--- config.mk ---
export PLATFORM = sky130hd
export DESIGN_NAME = wdog_dual_src
export DESIGN_NICKNAME = d
export VERILOG_FILES = /design/src/rtl/wdog_pkg.sv /design/src/rtl/wdog_regs.sv /design/src/rtl/wdog_interval.sv /design/src/rtl/wdog_osc_tick.sv /design/src/rtl/wdog_core.sv /design/src/rtl/wdog_dual_src.sv
export SDC_FILE = /design/constraint.sdc
export NUM_CORES = 1
export LEC_CHECK = 0
export BUFFER_PORTS_ARGS = -buffer_cell sky130_fd_sc_hd__buf_2
export CAP_MARGIN = 20
export CORE_ASPECT_RATIO = 0.9
export CORE_MARGIN = 8
export CORE_UTILIZATION = 50
export DETAILED_ROUTE_END_ITERATION = 8
export GPL_TIMING_DRIVEN = 0
export PLACE_DENSITY = 0.69
export SYNTH_ARGS = -nofsm -noshare
export SYNTH_HDL_FRONTEND = slang
export SYNTH_SLANG_ARGS = --single-unit
export TNS_END_PERCENT = 5
--- constraint.sdc ---
create_clock -name clk_i -period 3.1 [get_ports clk_i]
set_input_delay 0.62 -clock clk_i [delete_from_list [all_inputs] [get_ports clk_i]]
set_output_delay 0.62 -clock clk_i [all_outputs]
set_load 0.02 [all_outputs]
--- src/rtl/wdog_pkg.sv ---
package wdog_pkg;
    localparam int DATA_W = 8;
    localparam int LIM_W  = DATA_W - 1;
    localparam int SEL_W  = 3;

    localparam logic REG_CTRL = 1'b0;
    localparam logic REG_WDOG = 1'b1;

    localparam int B_WAKE  = 6;
    localparam int B_OSCEN = 5;
    localparam int B_RMODE = 4;
    localparam int B_ICLR  = 3;
    localparam int B_WCLR  = 7;

    typedef struct packed {
        logic             wake;
        logic             osc_en;
        logic             rst_mode;
        logic [SEL_W-1:0] sel;
    } ctrl_t;

    localparam ctrl_t CTRL_RST = '{wake: 1'b0, osc_en: 1'b0, rst_mode: 1'b1, sel: '1};
endpackage

--- src/rtl/wdog_regs.sv ---
module wdog_regs
    import wdog_pkg::*;
(
    input  logic              clk_i,
    input  logic              rst_ni,
    input  logic              wr_en_i,
    input  logic              wr_sel_i,
    input  logic [DATA_W-1:0] wr_data_i,
    input  logic              rd_sel_i,
    output logic [DATA_W-1:0] rd_data_o,
    output ctrl_t             ctrl_o,
    output logic [LIM_W-1:0]  limit_o,
    output logic              ivl_clr_o,
    output logic              wd_clr_o,
    output logic              arm_o
);
    typedef struct packed {
        ctrl_t            ctrl;
        logic [LIM_W-1:0] limit;
        logic             clr_echo;
    } regs_t;

    regs_t q, d;
    logic  ctrl_wr, wdog_wr;

    always_comb begin
        d         = q;
        d.clr_echo = 1'b0;
        ctrl_wr   = wr_en_i && (wr_sel_i == REG_CTRL);
        wdog_wr   = wr_en_i && (wr_sel_i == REG_WDOG);
        if (ctrl_wr) begin
            d.ctrl.wake     = wr_data_i[B_WAKE];
            d.ctrl.osc_en   = wr_data_i[B_OSCEN];
            d.ctrl.rst_mode = wr_data_i[B_RMODE];
            d.ctrl.sel      = wr_data_i[SEL_W-1:0];
        end
        if (wdog_wr) begin
            d.limit    = wr_data_i[LIM_W-1:0];
            d.clr_echo = wr_data_i[B_WCLR];
        end
        ivl_clr_o = ctrl_wr && wr_data_i[B_ICLR];
        arm_o     = ctrl_wr && wr_data_i[B_ICLR] && wr_data_i[B_RMODE];
        wd_clr_o  = wdog_wr && wr_data_i[B_WCLR];
        if (rd_sel_i == REG_CTRL)
            rd_data_o = {1'b0, q.ctrl.wake, q.ctrl.osc_en, q.ctrl.rst_mode, 1'b0, q.ctrl.sel};
        else
            rd_data_o = {q.clr_echo, q.limit};
        ctrl_o  = q.ctrl;
        limit_o = q.limit;
    end

    always_ff @(posedge clk_i or negedge rst_ni) begin
        if (!rst_ni) begin
            q.ctrl     <= CTRL_RST;
            q.limit    <= '1;
            q.clr_echo <= 1'b0;
        end else begin
            q <= d;
        end
    end
endmodule

--- src/rtl/wdog_interval.sv ---
module wdog_interval #(
    parameter int DIV_MIN_LOG2 = 3,
    parameter int SEL_W        = 3,
    parameter int CNT_W        = 8,
    localparam int PRE_W       = DIV_MIN_LOG2 + (1 << SEL_W) - 1
) (
    input  logic             clk_i,
    input  logic             rst_ni,
    input  logic             stop_i,
    input  logic [SEL_W-1:0] sel_i,
    input  logic             clr_i,
    input  logic             flag_clr_i,
    output logic             ovf_o,
    output logic             flag_o
);
    typedef struct packed {
        logic [PRE_W-1:0] pre;
        logic [CNT_W-1:0] cnt;
        logic             flag;
    } ivl_t;

    ivl_t q, d;
    logic [PRE_W-1:0] mask;
    logic             pre_tick;
    int               shamt;

    always_comb begin
        d        = q;
        shamt    = DIV_MIN_LOG2 + int'(sel_i);
        mask     = ~({PRE_W{1'b1}} << shamt);
        pre_tick = !stop_i && ((q.pre & mask) == mask);
        ovf_o    = pre_tick && (q.cnt == '1);
        if (!stop_i) d.pre = q.pre + PRE_W'(1);
        if (pre_tick) d.cnt = q.cnt + CNT_W'(1);
        if (clr_i) begin
            d.pre = '0;
            d.cnt = '0;
        end
        if (flag_clr_i) d.flag = 1'b0;
        if (ovf_o)      d.flag = 1'b1;
        flag_o = q.flag;
    end

    always_ff @(posedge clk_i or negedge rst_ni) begin
        if (!rst_ni) q <= '0;
        else         q <= d;
    end
endmodule

--- src/rtl/wdog_osc_tick.sv ---
module wdog_osc_tick #(
    parameter int SYNC_N = 2,
    parameter int DIV_W  = 8
) (
    input  logic clk_i,
    input  logic rst_ni,
    input  logic osc_i,
    input  logic en_i,
    output logic tick_o
);
    typedef struct packed {
        logic [SYNC_N-1:0] sync;
        logic              prev;
        logic [DIV_W-1:0]  div;
    } osc_t;

    osc_t q, d;
    logic rise;

    always_comb begin
        d      = q;
        d.sync = {q.sync[SYNC_N-2:0], osc_i};
        d.prev = q.sync[SYNC_N-1];
        rise   = q.sync[SYNC_N-1] && !q.prev;
        tick_o = en_i && rise && (q.div == '1);
        if (!en_i)     d.div = '0;
        else if (rise) d.div = q.div + DIV_W'(1);
    end

    always_ff @(posedge clk_i or negedge rst_ni) begin
        if (!rst_ni) q <= '0;
        else         q <= d;
    end
endmodule

--- src/rtl/wdog_core.sv ---
module wdog_core #(
    parameter int CNT_W = 7
) (
    input  logic             clk_i,
    input  logic             rst_ni,
    input  logic             ivl_tick_i,
    input  logic             osc_tick_i,
    input  logic             osc_en_i,
    input  logic             rst_mode_i,
    input  logic [CNT_W-1:0] limit_i,
    input  logic             wd_clr_i,
    input  logic             arm_i,
    input  logic             flag_clr_i,
    output logic             irq_o,
    output logic             rst_o
);
    typedef struct packed {
        logic [CNT_W-1:0] cnt;
        logic             armed;
        logic             irq;
        logic             rst;
    } core_t;

    core_t            q, d;
    logic             tick, run, match;
    logic [CNT_W-1:0] nxt;

    always_comb begin
        d     = q;
        tick  = osc_en_i ? osc_tick_i : ivl_tick_i;
        run   = !rst_mode_i || q.armed;
        nxt   = q.cnt + CNT_W'(1);
        match = 1'b0;
        if (!rst_mode_i) d.armed = 1'b0;
        if (arm_i)       d.armed = 1'b1;
        if (wd_clr_i) begin
            d.cnt = '0;
        end else if (tick && run) begin
            if (nxt == limit_i) begin
                match = 1'b1;
                d.cnt = '0;
            end else begin
                d.cnt = nxt;
            end
        end
        d.rst = match && rst_mode_i;
        if (flag_clr_i)             d.irq = 1'b0;
        if (match && !rst_mode_i)   d.irq = 1'b1;
        irq_o = q.irq;
        rst_o = q.rst;
    end

    always_ff @(posedge clk_i or negedge rst_ni) begin
        if (!rst_ni) q <= '0;
        else         q <= d;
    end
endmodule

--- src/rtl/wdog_dual_src.sv ---
module wdog_dual_src
    import wdog_pkg::*;
#(
    parameter int DIV_MIN_LOG2 = 3,
    parameter int IVL_W        = 8,
    parameter int SYNC_N       = 2,
    parameter int OSC_DIV_W    = 8
) (
    input  logic              clk_i,
    input  logic              rst_ni,
    input  logic              wr_en_i,
    input  logic              wr_sel_i,
    input  logic [DATA_W-1:0] wr_data_i,
    input  logic              rd_sel_i,
    output logic [DATA_W-1:0] rd_data_o,
    input  logic              stop_i,
    input  logic              osc_i,
    input  logic [1:0]        flag_clr_i,
    output logic              ivl_irq_o,
    output logic              wdt_irq_o,
    output logic              cpu_rst_o
);
    ctrl_t            ctrl;
    logic [LIM_W-1:0] limit;
    logic             ivl_clr, wd_clr, arm, ivl_ovf, osc_tick;

    wdog_regs u_regs (
        .clk_i, .rst_ni, .wr_en_i, .wr_sel_i, .wr_data_i, .rd_sel_i, .rd_data_o,
        .ctrl_o(ctrl), .limit_o(limit), .ivl_clr_o(ivl_clr), .wd_clr_o(wd_clr), .arm_o(arm)
    );

    wdog_interval #(.DIV_MIN_LOG2(DIV_MIN_LOG2), .SEL_W(SEL_W), .CNT_W(IVL_W)) u_ivl (
        .clk_i, .rst_ni, .stop_i, .sel_i(ctrl.sel), .clr_i(ivl_clr),
        .flag_clr_i(flag_clr_i[0]), .ovf_o(ivl_ovf), .flag_o(ivl_irq_o)
    );

    wdog_osc_tick #(.SYNC_N(SYNC_N), .DIV_W(OSC_DIV_W)) u_osc (
        .clk_i, .rst_ni, .osc_i, .en_i(ctrl.osc_en), .tick_o(osc_tick)
    );

    wdog_core #(.CNT_W(LIM_W)) u_core (
        .clk_i, .rst_ni, .ivl_tick_i(ivl_ovf), .osc_tick_i(osc_tick),
        .osc_en_i(ctrl.osc_en), .rst_mode_i(ctrl.rst_mode), .limit_i(limit),
        .wd_clr_i(wd_clr), .arm_i(arm), .flag_clr_i(flag_clr_i[1]),
        .irq_o(wdt_irq_o), .rst_o(cpu_rst_o)
    );
endmodule

Word level (Yosys, flattened, before mapping):

Index checks and enable logic that the tools add are counted.

* bits in registers: 54
* output and inout bits: 11
* logic and storage cells: 73
* bits of input ports: 17

* shift operators: 1
* reduce and logical (&&, ||, !) cells: 21
* bitwise logic cells: 3
* add/sub/neg operators: 5
* equal/unequal tests: 7
* multiplexer cells: 20

Operators by type and width (count)
* $mux W8: 4
* $shl A10 B32 Y10 const A: 1
* $mux W7: 3
* $mux W18: 1
* $add A8 B1 Y8 const B: 2
* $eq A8 B8 Y1 const B: 2
* $logic_and A1 B1 Y1: 13
* $mux W1: 11
* $add A10 B1 Y10 const B: 1
* $and A10 B10 Y10: 1
* $eq A10 B10 Y1: 1
* $mux W10: 1
* $not A10 Y10: 1
* $reduce_bool A2 Y1: 4
* $add A7 B1 Y7 const B: 1
* $eq A7 B7 Y1: 1
* $add A2 B3 Y4 const A: 1
* $ne A2 B1 Y1 const B: 2
* $logic_not A1 Y1: 3
* $ne A2 B2 Y1 const B: 1
* $logic_or A1 B1 Y1: 1
* $not A1 Y1: 1

Logic depth before layout (Yosys ltp):

Gate-level depths: netlist (run 1).

* word-level depth: 13
* gate-level depth with buffers: 8
* mapped depth without buffers: 8

By module:

A second synthesis (run 1) with hierarchy kept.

* cells, all modules: 289
* area, all modules: 3015.4 µm²

By module, submodules not included
* wdog_interval: cells each 116, area each 1077.3 µm², times used 1, sequential area each 475.5 µm²
* wdog_regs: cells each 55, area each 767.0 µm², times used 1, sequential area each 364.1 µm²
* wdog_core: cells each 73, area each 671.9 µm², times used 1, sequential area each 250.2 µm²
* wdog_osc_tick: cells each 45, area each 499.2 µm², times used 1, sequential area each 275.3 µm²

Worst setup path after synthesis (run 1):

OpenSTA, ideal clock, no wires.

* path kind: register to register
* start: register, netlist name u_regs.ctrl_o[1]
* end: register u_core.q (netlist bit u_core.irq_o)
* path buffers: 0
* data required time: 3033 ps
* path slack: 473 ps
* setup time: 67 ps
* arrival: 2560 ps
* cell stages (with the launch flop): 9
* path through: dfstp_2 inv_1 ha_1 nor2b_1 or4_4 a2111oi_4 nand3_4 a21oi_2 a32o_1

* longest elaborated chain between the ends: 13

RTL lines
* $add A2 B3 Y4 (*): line wdog_interval.sv:29 `shamt = DIV_MIN_LOG2 + int'(sel_i);`
* $shl A10 B32 Y10 (*): line wdog_interval.sv:30 `mask = ~({PRE_W{1'b1}} << shamt);`
* $not A10 Y10 (*): line wdog_interval.sv:30
* $and A10 B10 Y10: line wdog_interval.sv:31 `pre_tick = !stop_i && ((q.pre & mask) == mask);`
* $eq A10 B10 Y1 (*): line wdog_interval.sv:31
* $logic_and A1 B1 Y1 (*): line wdog_interval.sv:31
* $logic_and A1 B1 Y1 (*): line wdog_interval.sv:32 `ovf_o = pre_tick && (q.cnt == '1);`
* $mux W1 (*): line wdog_core.sv:30 `tick = osc_en_i ? osc_tick_i : ivl_tick_i;`
* $logic_and A1 B1 Y1 (*): line wdog_core.sv:38 `end else if (tick && run) begin`
* $mux W1 (*): line wdog_core.sv:38
* $mux W1 (*): line wdog_core.sv:36 `if (wd_clr_i) begin`
* $logic_and A1 B1 Y1 (*): line wdog_core.sv:48 `if (match && !rst_mode_i) d.irq = 1'b1;`
* $mux W1 or $reduce_bool A2 Y1 (tied branches)
* end signal: assignment: line wdog_core.sv:54 `if (!rst_ni) q <= '0;`
* end signal: assignment: line wdog_core.sv:55 `else q <= d;`
* end: declaration: line wdog_core.sv:24 `core_t q, d;`

Mark *: on every way between the ends. The rest lies on a longest branch, timed or not.
A chain may end at the register's enable or synchronous reset.

Worst setup path after layout (run 1):

* start: register, netlist name u_regs.ctrl_o[1]
* end: register u_core.q (netlist bit u_core.irq_o)

* longest elaborated chain between the ends: 13

RTL lines (line)
* $add A2 B3 Y4 (*): wdog_interval.sv:29
* $shl A10 B32 Y10 (*): wdog_interval.sv:30
* $not A10 Y10 (*): wdog_interval.sv:30
* $and A10 B10 Y10: wdog_interval.sv:31
* $eq A10 B10 Y1 (*): wdog_interval.sv:31
* $logic_and A1 B1 Y1 (*): wdog_interval.sv:31
* $logic_and A1 B1 Y1 (*): wdog_interval.sv:32
* $mux W1 (*): wdog_core.sv:30
* $logic_and A1 B1 Y1 (*): wdog_core.sv:38
* $mux W1 (*): wdog_core.sv:38
* $mux W1 (*): wdog_core.sv:36
* $logic_and A1 B1 Y1 (*): wdog_core.sv:48
* $mux W1 or $reduce_bool A2 Y1 (tied branches)

Marks and branches as above.

==> results of run 1 <==
## flip-flops by register name, summed over array words and instances, names as in the netlist
name,flops
u_core.irq_o,1
u_core.q,8
u_core.rst_o,1
u_ivl.flag_o,1
u_ivl.q,18
u_osc.d,2
u_osc.q,9
u_regs.ctrl_o,6
u_regs.limit_o,7
u_regs.q,1
## cell usage in the layout, fill, tap and decap left out, types with 7 or more instances in the layout
master / Yosys / routed
dfrtp_1: 43 / 43
nand2_1: 27 / 27
buf_2: 0 / 27
nor2_1: 25 / 25
o21ai_0: 21 / 21
xor2_1: 16 / 16
inv_1: 14 / 14
nand3_1: 14 / 14
mux2_2: 11 / 11
dfstp_2: 11 / 11
and2_1: 10 / 10
clkbuf_1: 8 / 9
xnor2_1: 9 / 9
nor2b_1: 8 / 8
and3_1: 7 / 7
ha_1: 7 / 7
## worst max-delay path by stage
| stage | end | cells past startpoint | slack [ps] |
|---|---|---|---|
| CTS | u_core.irq_o$_DFFE_PN0P_ | 8 | 80 |
| detailed placement | u_core.irq_o$_DFFE_PN0P_ | 8 | 90 |
| finish | u_core.irq_o$_DFFE_PN0P_ | 8 | 190 |
| global placement | u_core.irq_o$_DFFE_PN0P_ | 8 | 90 |
| global route | u_core.irq_o$_DFFE_PN0P_ | 8 | 70 |
| floorplan | u_core.irq_o$_DFFE_PN0P_ | 8 | 470 |
## kinds of logic (layout without fill, tap and decap cells)
group / after synthesis / after routing / synth area share
buffers and inverters: 22 / 58 / 0.0289
flip-flops: 54 / 54 / 0.478
AO/OA/AOI/OAI: 52 / 52 / 0.132
adder cells (fa/ha/maj): 7 / 7 / 0.0307
multiplexers: 15 / 15 / 0.0574
XOR/XNOR: 25 / 25 / 0.0767
AND/OR/NAND/NOR: 109 / 109 / 0.196
## worst max-delay path, cell delays in order, from the launching register on
cell,delay (ps)
dfstp_2,580
inv_1,100
ha_1,210
nor2b_1,130
or4_4,520
a2111oi_4,470
nand3_4,240
a21oi_2,380
a32o_1,220
## power by group through the flow
stage	combinational, mW	sequential (mW)	clock (mW)
after floorplan	0.203	0.840	0
after global placement	0.274	0.858	0
after detailed placement	0.283	0.860	0
after CTS	0.285	0.847	0.494
after global routing	0.315	0.858	0.521
final	0.280	0.848	0.470
## cell usage after synthesis (7+ instances only)
cell type / number / area [sq um]
nor2b_1: 8 / 50.1
xnor2_1: 9 / 78.8
dfstp_2: 11 / 289
ha_1: 7 / 87.6
and2_1: 10 / 62.6
and3_1: 7 / 43.8
o21ai_0: 21 / 105
clkbuf_1: 8 / 30.0
nor2_1: 25 / 93.8
inv_1: 14 / 52.6
mux2_2: 11 / 124
nand2_1: 27 / 101
dfrtp_1: 43 / 1080
xor2_1: 16 / 140
nand3_1: 14 / 70.1
## through the flow
step           power, mW   util
3_3_place_gp        1.13  0.550
3_5_place_dp        1.14  0.553
2_1_floorplan       1.04      -
4_1_cts             1.63  0.573
6_report            1.60  0.573
5_1_grt             1.69  0.573
## timing repair
item                                    4_1_cts  5_1_grt
endpoints found under the hold margin         0        0
hold buffers                                  0        0
endpoints found under the setup margin        0        5
## area by class of cell
| class | instances | area, sq um |
|---|---|---|
| fill | 526 | 2390 |
| clock buffer | 6 | 72.6 |
| inverter | 14 | 52.6 |
| tap | 70 | 87.6 |
| sequential | 54 | 1370 |
| clock inverter | 2 | 37.5 |
| buffer | 8 | 30.0 |
| multi-input combinational | 208 | 1410 |
| timing repair buffer | 28 | 155 |
## metal layers
metal  wire length [microns]  track usage  vias up
met5                       0            0        -
met4                      99       0.0614        0
met3                     266       0.0351        9
met2                    2480        0.232       39
met1                    2880        0.190      996
li1                        -            -     1060
==> results by group, run 1 <==
STA
  – Setup-failing EPs final: 0
  – Setup TNS Final: 0 ps
  – RSZ-0062 raised after global routing: no
  – Final Hold Fails: 0
  – Min cycle time layout: 2910 ps
  – Crit share post-route: 0.939
  – Final Worst Setup Slack: 190 ps
  – Relative slew margins: 0.553
  – Slew @ Worst Pin: 671 ps
  – Max Clk Rate: 344 MHz
  – Slew Limit Fails: 0
  – Final Skew: 10.5 ps
  – Final hold slack: 248 ps

Route
  – Detailed Routing Iterations Pass 1: 4
  – Routed length per placed instance: 14.7 microns
  – Vias after detailed routing: 2,104
  – Final ANT Viol Nets: 0
  – Drt via density: 5.39
  – Detailed Route Iter0 Violations: 104
  – DRC Markers: 0
  – Routed wire length: 5.72 mm

Worst setup path
  – Crit end category: flip-flop
  – CP Max Fanout: 8
  – Critical Path AT: 3160 ps
  – Crit Path Category: flip-flop to flip-flop
  – Register-to-Register Path Depth: 8
  – R2R Setup Slk: 190 ps
  – Worst setup SP type: flip-flop
  – R2R Path End: u_core.irq_o$_DFFE_PN0P_
  – CP required: 3350 ps
  – Worst Setup SP: u_regs.ctrl_o[1]$_DFFE_PN1P_
  – FF-to-FF Start: u_regs.ctrl_o[1]$_DFFE_PN1P_

Logic synthesis
  – Post-Synthesis Cells: 284
  – Ys flop type: dfrtp_1
  – Synth unique cells: 43
  – Number of synthesized flops with an enable pin: 0
  – Yosys reg bits: 54
  – Average instance area after synthesis: 10.0 sq um
  – Share of flip-flops with an asynchronous set or reset: 1.00
  – Post-Syn Area: 2850 sq um
  – Syn nets: 308
  – Ys Warns: 0
  – Post-synthesis sequential area ratio: 0.478

Placement
  – Post-DP HPWL: 4.23 mm
  – RePlAce Congestion: 0.797
  – Worst slack at placement: 86.5 ps
  – I/O Buffers: 27
  – Placed Cells: 382
  – Placed inst area: 3100 sq um

Clock network
  – Clock buffer depth: 2
  – Inserted Clock Buffers: 5
  – Htree depth: 2
  – Postcts setup bufs: 0
  – Clock Sink Count: 54
  – Worst-path clk slew: 100 ps
  – Root buffer cell: clkbuf_8
  – CTS tree: yes
  – Worst skew pair latency: 310 ps
  – Number of cells upsized or downsized after cts: 0

Pwr
  – Clock share of power: 0.294
  – NetSw: 0.456 mW
  – Sw Share: 0.286
  – Maximum vdd drop: 253 uV
  – Power Density: 498 nW/um^2
  – Seq pwr share: 0.531
  – Internal cell power: 1.14 mW
  – Leakage: 1.44 nW
  – Logic gate share of total power: 0.175

Die
  – Area of the die: 8380 sq um
  – Top-level port count: 28
  – Die width: 95.6 microns
  – Starting Density: 0.510
  – # rows: 26
  – Die height: 87.7 microns
  – Core Area: 5600 sq um

Cells and area
  – ANT cells: 0
  – Final Non-Filler Cells: 390
  – Layout Nets: 343
  – Area grow syn2layout: 12.4%
  – Final instance area: 3210 sq um
  – Layout cells sized above 1: 0.194

Run status
  – Status: complete, no violations

GRT
  – Total Routing Usage GR: 0.148
  – GR Overflow Total: 0
  – Initial antenna violation count: 0
  – Vias in the first global route: 2,112
  – First-pass GRT wire length: 9.78 mm
  – Pin count of the biggest net entering global routing: 38

Worst hold path
  – HP Class: input pin to async pin

Run
  – Max-Cap Viols: 0
Power figures use the tool's default switching activity.
==> inputs of run 2 (changes only) <==
--- a/config.mk
+++ b/config.mk
@@ -12,7 +12,7 @@
 export CORE_UTILIZATION = 50
 export DETAILED_ROUTE_END_ITERATION = 8
 export GPL_TIMING_DRIVEN = 0
-export PLACE_DENSITY = 0.69
+export PLACE_DENSITY_LB_ADDON = 0.08
 export SYNTH_ARGS = -nofsm -noshare
 export SYNTH_HDL_FRONTEND = slang
 export SYNTH_SLANG_ARGS = --single-unit
==> run 2 against run 1 <==
- design area grew 1.2%
- highest routed layer unchanged
- power increased by 6.6%
- first-iteration DRC count down 39%
- setup slack better by 42 ps
- hold slack worse by 5.5 ps
- combinational power about the same
- clock-buffer cell count unchanged
- critical endpoint unchanged
- global-route usage fell by 0.053 points
==> results by group, run 2 (synthesis gave the netlist of run 1 again) <==
Route
  – Routed length per placed instance: 14.8 microns (+0.94%)
  – Vias after detailed routing: 2,136 (+1.5%)
  – WL met2: 2.57 mm (+3.7%)
  – DRC Markers: 0 (unchanged)
  – Wire length on met1: 2.89 mm (+0.21%)
  – Drt via density: 5.48 (+1.5%)
  – Detailed Routing Iterations Pass 1: 4 (unchanged)
  – Routed wire length: 5.78 mm (+0.94%)
  – DR top layer: met4
  – Detailed Route Iter0 Violations: 63 (-39%)
  – Met3 wire len: 273 microns (+2.6%)
  – Final ANT Viol Nets: 0 (unchanged)

GRT
  – First-pass GRT wire length: 9.67 mm (-1.1%)
  – Total Routing Usage GR: 0.147 (-0.000534)
  – GR Overflow Total: 0 (unchanged)
  – Initial antenna violation count: 0 (unchanged)
  – Vias in the first global route: 2,082 (-1.4%)
  – Pin count of the biggest net entering global routing: 37 (-2.6%)

STA
  – Slew Limit Fails: 0 (unchanged)
  – Final Hold Fails: 0 (unchanged)
  – Setup TNS Final: 0 ps (unchanged)
  – Crit share post-route: 0.925 (-0.0135)
  – Setup-failing EPs final: 0 (unchanged)
  – Max Clk Rate: 349 MHz (+1.5%)
  – Final Skew: 9.90 ps (-0.614 ps)
  – Relative slew margins: 0.557 (+0.00431)
  – RSZ-0062 raised after global routing: no
  – Slew @ Worst Pin: 665 ps (-6.46 ps)
  – Min cycle time layout: 2870 ps (-41.8 ps)

Clock network
  – Htree depth: 2 (unchanged)
  – Postcts setup bufs: 0 (unchanged)
  – Clock Sink Count: 54 (unchanged)
  – Clock buffer depth: 2 (unchanged)
  – Worst-path clk slew: 100 ps (about the same)
  – Root buffer cell: clkbuf_8
  – # hold bufs at CTS: 0 (unchanged)
  – Inserted Clock Buffers: 5 (unchanged)
  – CTS tree: yes
  – Worst skew pair latency: 310 ps (about the same)

Cells and area
  – Largest register by flop count: u_ivl.q
  – Most common cell after layout, fill and taps aside: dfrtp_1
  – Area grow syn2layout: 13.8%
  – Filler cell count: 509 (-3.2%)
  – Largest register FFs: 18 (unchanged)
  – Most frequent cells in the layout: 43 x dfrtp_1, 27 x nand2_1, 27 x buf_2
  – Layout cells sized above 1: 0.197 (+0.00312)
  – ANT cells: 0 (unchanged)
  – Layout Nets: 343 (unchanged)
  – Final instance area: 3250 sq um (+1.2%)
  – Biggest regs: u_ivl.q: 18 flops, u_osc.q: 9 flops, u_core.q: 8 flops

Placement
  – Placed inst area: 3100 sq um (unchanged)
  – I/O Buffers: 27 (unchanged)
  – Post-DP HPWL: 4.15 mm (-2.1%)
  – RePlAce Congestion: 0.807 (+1.3%)

Die
  – Area of the die: 8380 sq um (unchanged)
  – Top-level port count: 28 (unchanged)
  – Die height: 87.7 microns (unchanged)
  – # rows: 26 (unchanged)
  – Starting Density: 0.510 (unchanged)
  – Core Area: 5600 sq um (unchanged)
  – Die width: 95.6 microns (unchanged)

Run
  – Max-Cap Viols: 0 (unchanged)

Worst setup path
  – Register-to-Register Path Depth: 8 (unchanged)
  – Crit Path Category: flip-flop to flip-flop
  – CP Max Fanout: 8 (unchanged)
  – Worst setup SP type: flip-flop
  – CP required: 3350 ps (about the same)
  – Critical Path AT: 3120 ps (-40 ps)
  – Crit end category: flip-flop

Pwr
  – Design Power: 1.70 mW (+6.6%)
  – Power Density: 525 nW/um^2 (+5.3%)
  – Maximum vdd drop: 327 uV (+29%)
  – Leakage: 1.46 nW (+1.4%)

Worst hold path
  – HP Class: input pin to async pin

Run status
  – Status: complete, no violations
==> run 2: changes by cell type in the layout (fill, tap and decap cells not counted), sizes merged <==
cell	before	now
clkinvlp	1	0
bufinv	1	2
==> run 2: worst max-delay path, stage by stage (launching register included) <==
cell	delay, ps
dfstp_2	590
inv_1	100
ha_1	200
nor2b_1	130
or4_4	520
a2111oi_4	460
nand3_4	260
a21oi_4	340
a32o_1	200
==> run 2: worst paths after layout <==
path / slack [ps] / start / to
max in group asynchronous: 2240 / rst_ni / u_regs.limit_o[3]$_DFFE_PN1P_
min in group clk_i: 360 / u_osc.d[10]$_DFF_PN0_ / u_osc.d[8]$_DFF_PN0_
setup / recovery: 230 / u_regs.ctrl_o[1]$_DFFE_PN1P_ / u_core.irq_o$_DFFE_PN0P_
hold reg to reg: 360 / u_osc.d[10]$_DFF_PN0_ / u_osc.d[8]$_DFF_PN0_
hold / removal: 240 / rst_ni / u_core.q[4]$_DFFE_PN0P_
setup reg to reg: 230 / u_regs.ctrl_o[1]$_DFFE_PN1P_ / u_core.irq_o$_DFFE_PN0P_
==> run 2: final cells by class <==
cell class	count	area, sq um	area share
multi-input cells	208	1410	0.435
inverters	14	52.6	0.0162
plain buffers	8	30.0	0.00925
flip-flops and latches	54	1370	0.420
clock buffers	6	82.6	0.0254
well taps	70	87.6	0.0270
repair buffers	28	155	0.0478
clock inverters	2	60.1	0.0185
==> run 2: routing by layer <==
layer | up-vias | global-route usage
met3 | 6 | 0.0463
met5 | - | 0
li1 | 1069 | -
met1 | 1021 | 0.193
met2 | 40 | 0.230
met4 | 0 | 0.0363
==> run 2: power by group <==
group	switching (mW)	internal (mW)	total, mW
Sequential	0.0676	0.778	0.846
Clock	0.232	0.344	0.576
Combinational	0.159	0.123	0.281
==> run 2: through the flow <==
stage	utilization	hold WS (ps)	instances	setup WS, ps
after floorplan	-	324	284	473
after global placement	0.550	337	381	87.8
after detailed placement	0.553	336	382	80.7
after CTS	0.579	251	390	38.2
after global routing	0.580	263	390	93.9
final	0.580	242	390	231
==> run 2: what timing repair did <==
action | 4_1_cts | 5_1_grt
endpoints found under the setup margin | 0 | 7
endpoints found under the hold margin | 0 | 0
gates resized for setup | 0 | 1
